<file path="src/rtl/tk_pkg.sv">
package tk_pkg;

    localparam int DW   = 8;
    localparam int NREG = 14;

    localparam int OFS_FRAC = 0;
    localparam int OFS_SEC  = 1;
    localparam int OFS_MIN  = 2;
    localparam int OFS_AMIN = 3;
    localparam int OFS_HOUR = 4;
    localparam int OFS_AHR  = 5;
    localparam int OFS_DOW  = 6;
    localparam int OFS_ADOW = 7;
    localparam int OFS_DATE = 8;
    localparam int OFS_MON  = 9;
    localparam int OFS_YEAR = 10;
    localparam int OFS_CMD  = 11;
    localparam int OFS_WDLO = 12;
    localparam int OFS_WDHI = 13;

    typedef logic [DW-1:0] byte_t;
    typedef logic [NREG-1:0][DW-1:0] bank_t;

    typedef struct packed {
        byte_t sec;
        byte_t min;
        byte_t hour;
        byte_t dow;
        byte_t date;
        byte_t mon;
        byte_t year;
    } clk_t;

    // BCD plus one on a two-digit value
    function automatic byte_t bcd_inc(input byte_t v);
        byte_t r;
        if (v[3:0] >= 4'd9) r = {v[7:4] + 4'd1, 4'd0};
        else                r = {v[7:4], v[3:0] + 4'd1};
        return r;
    endfunction

    function automatic logic [6:0] bcd_to_bin(input byte_t v);
        return ({3'd0, v[7:4]} * 7'd10) + {3'd0, v[3:0]};
    endfunction

    // last date of a month, returned in BCD
    function automatic byte_t month_last(input byte_t mon, input byte_t year);
        logic [6:0] m;
        logic [6:0] y;
        byte_t r;
        m = bcd_to_bin(mon);
        y = bcd_to_bin(year);
        case (m)
            7'd2:                     r = (y[1:0] == 2'd0) ? 8'h29 : 8'h28;
            7'd4, 7'd6, 7'd9, 7'd11:  r = 8'h30;
            default:                  r = 8'h31;
        endcase
        return r;
    endfunction

endpackage

</file>
<file path="src/rtl/tk_time_step.sv">
module tk_time_step
    import tk_pkg::*;
(
    input  clk_t cur_i,
    output clk_t nxt_o
);
    logic  c_sec, c_min, c_day, c_date, c_mon;
    logic  last_day;
    byte_t dim;

    always_comb begin
        nxt_o    = cur_i;
        dim      = month_last(cur_i.mon, cur_i.year);
        last_day = (cur_i.date >= dim);

        c_sec  = (cur_i.sec  >= 8'h59);
        c_min  = c_sec && (cur_i.min  >= 8'h59);
        c_day  = c_min && (cur_i.hour >= 8'h23);
        c_date = c_day && last_day;
        c_mon  = c_date && (cur_i.mon >= 8'h12);

        nxt_o.sec = c_sec ? 8'h00 : bcd_inc(cur_i.sec);
        if (c_sec)
            nxt_o.min = (cur_i.min >= 8'h59) ? 8'h00 : bcd_inc(cur_i.min);
        if (c_min)
            nxt_o.hour = (cur_i.hour >= 8'h23) ? 8'h00 : bcd_inc(cur_i.hour);
        if (c_day) begin
            nxt_o.dow  = (cur_i.dow >= 8'h07) ? 8'h01 : bcd_inc(cur_i.dow);
            nxt_o.date = last_day ? 8'h01 : bcd_inc(cur_i.date);
        end
        if (c_date)
            nxt_o.mon = (cur_i.mon >= 8'h12) ? 8'h01 : bcd_inc(cur_i.mon);
        if (c_mon)
            nxt_o.year = (cur_i.year >= 8'h99) ? 8'h00 : bcd_inc(cur_i.year);
    end
endmodule

</file>
<file path="src/rtl/tk_user_bytes.sv">
module tk_user_bytes
    import tk_pkg::*;
#(
    parameter int AW    = 6,
    parameter int BASE  = 14,
    parameter int DEPTH = 50
) (
    input  logic          clk_i,
    input  logic          rst_ni,
    input  logic          wr_i,
    input  logic [AW-1:0] addr_i,
    input  byte_t         wdata_i,
    output logic          hit_o,
    output byte_t         rdata_o
);
    localparam int IW = $clog2(DEPTH);

    typedef logic [DEPTH-1:0][DW-1:0] mem_t;

    mem_t          mem_d, mem_q;
    logic [AW:0]   rel;
    logic [IW-1:0] idx;

    always_comb begin
        rel     = {1'b0, addr_i} - (AW+1)'(BASE);
        idx     = rel[IW-1:0];
        hit_o   = ({1'b0, addr_i} >= (AW+1)'(BASE)) &&
                  ({1'b0, addr_i} <  (AW+1)'(BASE + DEPTH));
        mem_d   = mem_q;
        rdata_o = '0;
        if (hit_o) begin
            rdata_o = mem_q[idx];
            if (wr_i) mem_d[idx] = wdata_i;
        end
    end

    always_ff @(posedge clk_i) begin
        if (!rst_ni) mem_q <= '0;
        else         mem_q <= mem_d;
    end
endmodule

</file>
<file path="src/rtl/tkreg_file.sv">
module tkreg_file
    import tk_pkg::*;
#(
    parameter int AW    = 6,
    parameter int NUSER = 50
) (
    input  logic          clk_i,
    input  logic          rst_ni,
    input  logic          sec_tick_i,
    input  logic [DW-1:0] evt_set_i,
    input  logic          reg_rd_i,
    input  logic          reg_wr_i,
    input  logic [AW-1:0] reg_addr_i,
    input  logic [DW-1:0] reg_wdata_i,
    output logic [DW-1:0] reg_rdata_o
);
    localparam int USER_BASE = NREG;
    localparam int IDXW      = $clog2(NREG);

    typedef struct packed {
        bank_t work;
        bank_t shown;
        byte_t cmd;
        logic  pend;
    } st_t;

    st_t st_d, st_q;

    clk_t cur_t, nxt_t;
    logic time_hit, shadow_wr, cmd_wr, rd_block;
    logic [IDXW-1:0] ridx;
    logic  ub_hit;
    byte_t ub_rdata;

    // signals observed by the bound checker
    bank_t work_bank, shown_bank;
    byte_t cmd_reg;
    logic  xfer_pend;

    assign work_bank  = st_q.work;
    assign shown_bank = st_q.shown;
    assign cmd_reg    = st_q.cmd;
    assign xfer_pend  = st_q.pend;

    assign cur_t = '{sec:  st_q.work[OFS_SEC],  min:  st_q.work[OFS_MIN],
                     hour: st_q.work[OFS_HOUR], dow:  st_q.work[OFS_DOW],
                     date: st_q.work[OFS_DATE], mon:  st_q.work[OFS_MON],
                     year: st_q.work[OFS_YEAR]};

    tk_time_step step_i (
        .cur_i (cur_t),
        .nxt_o (nxt_t)
    );

    tk_user_bytes #(
        .AW    (AW),
        .BASE  (USER_BASE),
        .DEPTH (NUSER)
    ) ub_i (
        .clk_i   (clk_i),
        .rst_ni  (rst_ni),
        .wr_i    (reg_wr_i),
        .addr_i  (reg_addr_i),
        .wdata_i (reg_wdata_i),
        .hit_o   (ub_hit),
        .rdata_o (ub_rdata)
    );

    always_comb begin
        st_d      = st_q;
        time_hit  = (reg_addr_i < AW'(NREG));
        ridx      = reg_addr_i[IDXW-1:0];
        cmd_wr    = reg_wr_i && time_hit && (ridx == IDXW'(OFS_CMD));
        shadow_wr = reg_wr_i && time_hit && (ridx != IDXW'(OFS_CMD));
        rd_block  = reg_rd_i && time_hit;

        // reload of every host-visible copy in one clock
        if (st_q.pend && !rd_block) begin
            st_d.shown = st_q.work;
            st_d.pend  = 1'b0;
        end

        if (sec_tick_i) begin
            st_d.work[OFS_FRAC] = 8'h00;
            st_d.work[OFS_SEC]  = nxt_t.sec;
            st_d.work[OFS_MIN]  = nxt_t.min;
            st_d.work[OFS_HOUR] = nxt_t.hour;
            st_d.work[OFS_DOW]  = nxt_t.dow;
            st_d.work[OFS_DATE] = nxt_t.date;
            st_d.work[OFS_MON]  = nxt_t.mon;
            st_d.work[OFS_YEAR] = nxt_t.year;
            st_d.pend           = 1'b1;
        end

        if (shadow_wr) begin
            st_d.work[ridx] = reg_wdata_i;
            st_d.pend       = 1'b1;
        end

        if (cmd_wr) st_d.cmd = reg_wdata_i;
        st_d.cmd = st_d.cmd | evt_set_i;

        // read mux
        if (time_hit) begin
            if (ridx == IDXW'(OFS_CMD)) reg_rdata_o = st_q.cmd;
            else                         reg_rdata_o = st_q.shown[ridx];
        end else if (ub_hit) begin
            reg_rdata_o = ub_rdata;
        end else begin
            reg_rdata_o = '0;
        end
    end

    function automatic bank_t reset_bank();
        bank_t b;
        b           = '0;
        b[OFS_DOW]  = 8'h01;
        b[OFS_DATE] = 8'h01;
        b[OFS_MON]  = 8'h01;
        return b;
    endfunction

    always_ff @(posedge clk_i) begin
        if (!rst_ni) begin
            st_q.work  <= reset_bank();
            st_q.shown <= reset_bank();
            st_q.cmd   <= '0;
            st_q.pend  <= 1'b0;
        end else begin
            st_q <= st_d;
        end
    end
endmodule

</file>
<file path="config.mk">
export PLATFORM = sky130hd
export DESIGN_NAME = tkreg_file
export DESIGN_NICKNAME = d
export VERILOG_FILES = /design/src/rtl/tk_pkg.sv /design/src/rtl/tk_time_step.sv /design/src/rtl/tk_user_bytes.sv /design/src/rtl/tkreg_file.sv
export SDC_FILE = /design/constraint.sdc
export NUM_CORES = 2
export LEC_CHECK = 0
export ABC_CLOCK_PERIOD_IN_PS = 5200
export BUFFER_PORTS_ARGS = -buffer_cell sky130_fd_sc_hd__buf_2
export CORE_MARGIN = 2
export CORE_UTILIZATION = 60
export DETAILED_ROUTE_END_ITERATION = 10
export HOLD_SLACK_MARGIN = 0.06
export PLACE_DENSITY = 0.74
export SYNTH_ARGS = -nofsm -noshare
export SYNTH_HDL_FRONTEND = slang
export SYNTH_HIERARCHICAL = 1
export SYNTH_SLANG_ARGS = --single-unit
</file>
<file path="constraint.sdc">
create_clock -name clk_i -period 5.2 [get_ports clk_i]
set_input_delay 0.26 -clock clk_i [delete_from_list [all_inputs] [get_ports clk_i]]
set_output_delay 0.26 -clock clk_i [all_outputs]
set_load 0.02 [all_outputs]
</file>
==> run summary <==
Max VDD drop: 0.2871 mV
Synth Area per Inst: 9.266 µm²
commonest non-fill, non-tap cell in the layout: dfxtp_1
P_leak: 13.09 nW
Iteration-0 DRC Markers: 2636
Routed wire per std cell: 22.08 µm
DIE HEIGHT: 231.8 µm
Final Max Slew Viols: 0
initial antenna violation count: 3
most used cell, CP: ha_1
cts bufs inserted: 68
antenna viol nets, final: 0
largest net degree at the start of global routing: 220
most flop-heavy register: ub_i/mem_q
DRT Wirelength: 87.31 mm
Layout fillers: 4145
drt pass-1 iters: 5
critical path, cell by cell: ha_1, ha_1, inv_1, fa_1, nor4_1, o22ai_1, ha_1, nor4b_1, o211ai_1, or3_1, nand3_1, o211ai_1, mux2_2, mux2i_1, nand2_1
H-tree Lvls: 3
first-pass GRT wire length: 136.0 mm
CP Max Fanout: 13
flops & latches, synth: 617
final-report setup violation count: 0
Core Rows: 83
GR Util All Layers: 0.3204
Placed Cells: 3823
Async S/R FF share, synth: 0
Post-Syn Instances: 3360
Power Density: 312.6 nW/µm²
Setup crit end kind: flop
Core ar.: 51300 µm²
Final period util: 0.8868
Area Overhead vs Synth: 8.464%
clock insertion delay at the later pin of the skew report: 0.62 ns
commonest non-fill, non-tap cells in the layout: dfxtp_1 (617), nand2_1 (598), mux2i_1 (283)
critical path startpoint category: flop
EDFF count, synth: 0
Synth warnings: 6
GRT overflow: 0
Clock Skews: 0.01900 ns
slew margin rel.: 0.2824
Clock Path Buffers: 3
Hold Violations, Final: 0
crit path DAT: 5.08 ns
Design Power: 0.01056 W
slowest cell delay on critical path: 0.59 ns
ys flop type: dfxtp_1
top cells by area, synth: dfxtp_1 (40%), mux2i_1 (9.1%), mux4_2 (8.0%), nand2_1 (7.2%), a21boi_0 (6.4%)
vias in the first global route: 24100
max reg flops: 400
kind of critical path: reg2reg
crit path time final: 4.611 ns
Synth Cell Area: 31130 µm²
Worst path slowest cell: dfxtp_1
Worst EP required: 5.67 ns
CTS sink cnt: 617
Die Outline Area: 53720 µm²
pre-CTS worst setup slack: 0.6707 ns
io pins: 35
multi-input logic area: 17350 µm²
Starting Density: 0.6068
non-filler cells in the finished layout: 3954
Mapped Nets: 3439
layout cells sized above 1: 0.1176
post-synthesis sequential area ratio: 0.3968
I/O Buffers: 34
FF+latch area: 12350 µm²
outcome: finished, final reports clean
Routability Congestion: 0.8819
Slew @ Worst Pin: 1.076 ns
clock transition at the registers of the reported paths: 0.06 ns
largest area contributor in the netlist: dfxtp_1
Yosys top cell area share: 0.3968
die width: 231.8 µm
root buf cell: clkbuf_16
post-synthesis cell type count: 83
CTS tree: built
Max-Cap Viols: 0
setup TNS: 0 ns
drt drc: 0
final net count: 3301
unrepaired setup endpoints after global routing: false
total vias in the final route: 25170
Hold Path Class: in2reg
via/cell ratio: 6.365
Final HPWL DP: 52.95 mm
Setup Fix Bufs, Post-CTS: 0
fin worst setup slack: 0.5887 ns
ant diodes: 0
Max Clock Freq: 216.9 MHz
report_power, final:
group          switching, W  internal, W  total (W)
Sequential        0.0000229      0.00475    0.00478
Combinational      0.000487     0.000240   0.000727
Clock               0.00201      0.00305    0.00505
logic make-up after synthesis:
family	synth area share
and+or+nand+nor	0.1729
AOI/OAI and AO/OA	0.1757
DFF	0.3968
muxes	0.1815
buffers and inverters	0.04799
adders and majority gates	0.02138
xor gates and xnor gates	0.003657
other	0.0001205
cell type report:
cell class                      count  share of cell area
Clock inverter                     24            0.009708
Timing Repair Buffer               96             0.02097
Multi-Input combinational cell   2403              0.5139
Inverter                           36            0.004002
Sequential cell                   617              0.3658
Tap cell                          680             0.02520
Clock buffer                       98             0.06040
cell usage after synthesis, types with 5 or more instances:
cell type  number
nor3b_1         8
xor2_1          5
and2_1          7
mux2_2         27
nor2b_1       195
clkbuf_1      188
o211a_1        54
ha_1           50
mux2i_1       283
nand4b_1        5
nor2_2         22
buf_6           7
and3_1          7
or2_2           5
buf_1          15
buf_2          75
a22oi_1         6
o22ai_1        24
inv_1          35
nor3_2          5
a21boi_0      266
nand4_1        17
a31oi_1         8
dfxtp_1       617
nand3_1       138
o21ai_0       187
buf_4          19
nor3_1         11
a21boi_1      110
a211oi_1        9
o21a_1         11
nand2_1       598
nand2b_1       18
nor2_1         59
mux4_2        111
o41ai_1        10
nand3b_1       13
a22o_1          7
a21oi_1        42
xnor2_1         8
o31ai_1         8
worst max-delay path, delay by kind of cell, from the launching register on:
kind / cells / cell delay [ns]
simple gates: 5 / 1.70
compound gates: 3 / 0.47
buf+inv: 1 / 0.07
fa+ha+maj: 4 / 1.23
mux: 2 / 0.41
flops: 1 / 0.59
layer usage:
layer | part of all wire | track usage
met1 | 0.43 | 0.4391
met2 | 0.46 | 0.5124
met3 | 0.081 | 0.05157
met4 | 0.030 | 0.1156
met5 | 0.00046 | 0
path summary, 6_finish.rpt:
kind / start / end / slack [ns] / depth (start not counted)
hold reg to reg: st_q[150] / shown_bank[29] / 0.45 / 2
setup / recovery: cur_t[13] / cur_t[8] / 0.59 / 15
hold / removal: reg_wdata_i[5] / ub_i/mem_q[13] / 0.16 / 3
setup reg to reg: cur_t[13] / cur_t[8] / 0.59 / 15
through the flow:
stage	hold WS [ns]	area, µm²	util
global route	0.1814	33770	0.6582
finish	0.1568	33770	0.6582
CTS	0.1441	33770	0.6582
floorplan	0.3838	31130	-
global placement	0.4344	31310	0.6103
detailed placement	0.4454	31310	0.6103
repair_timing:
| action | in CTS | in global routing |
|---|---|---|
| gates resized for setup | 0 | 0 |
| setup endpoints to repair | 0 | 0 |
| hold endpoints to repair | 10 | 0 |
| hold buffers | 9 | 0 |
Power figures use the tool's default switching activity.
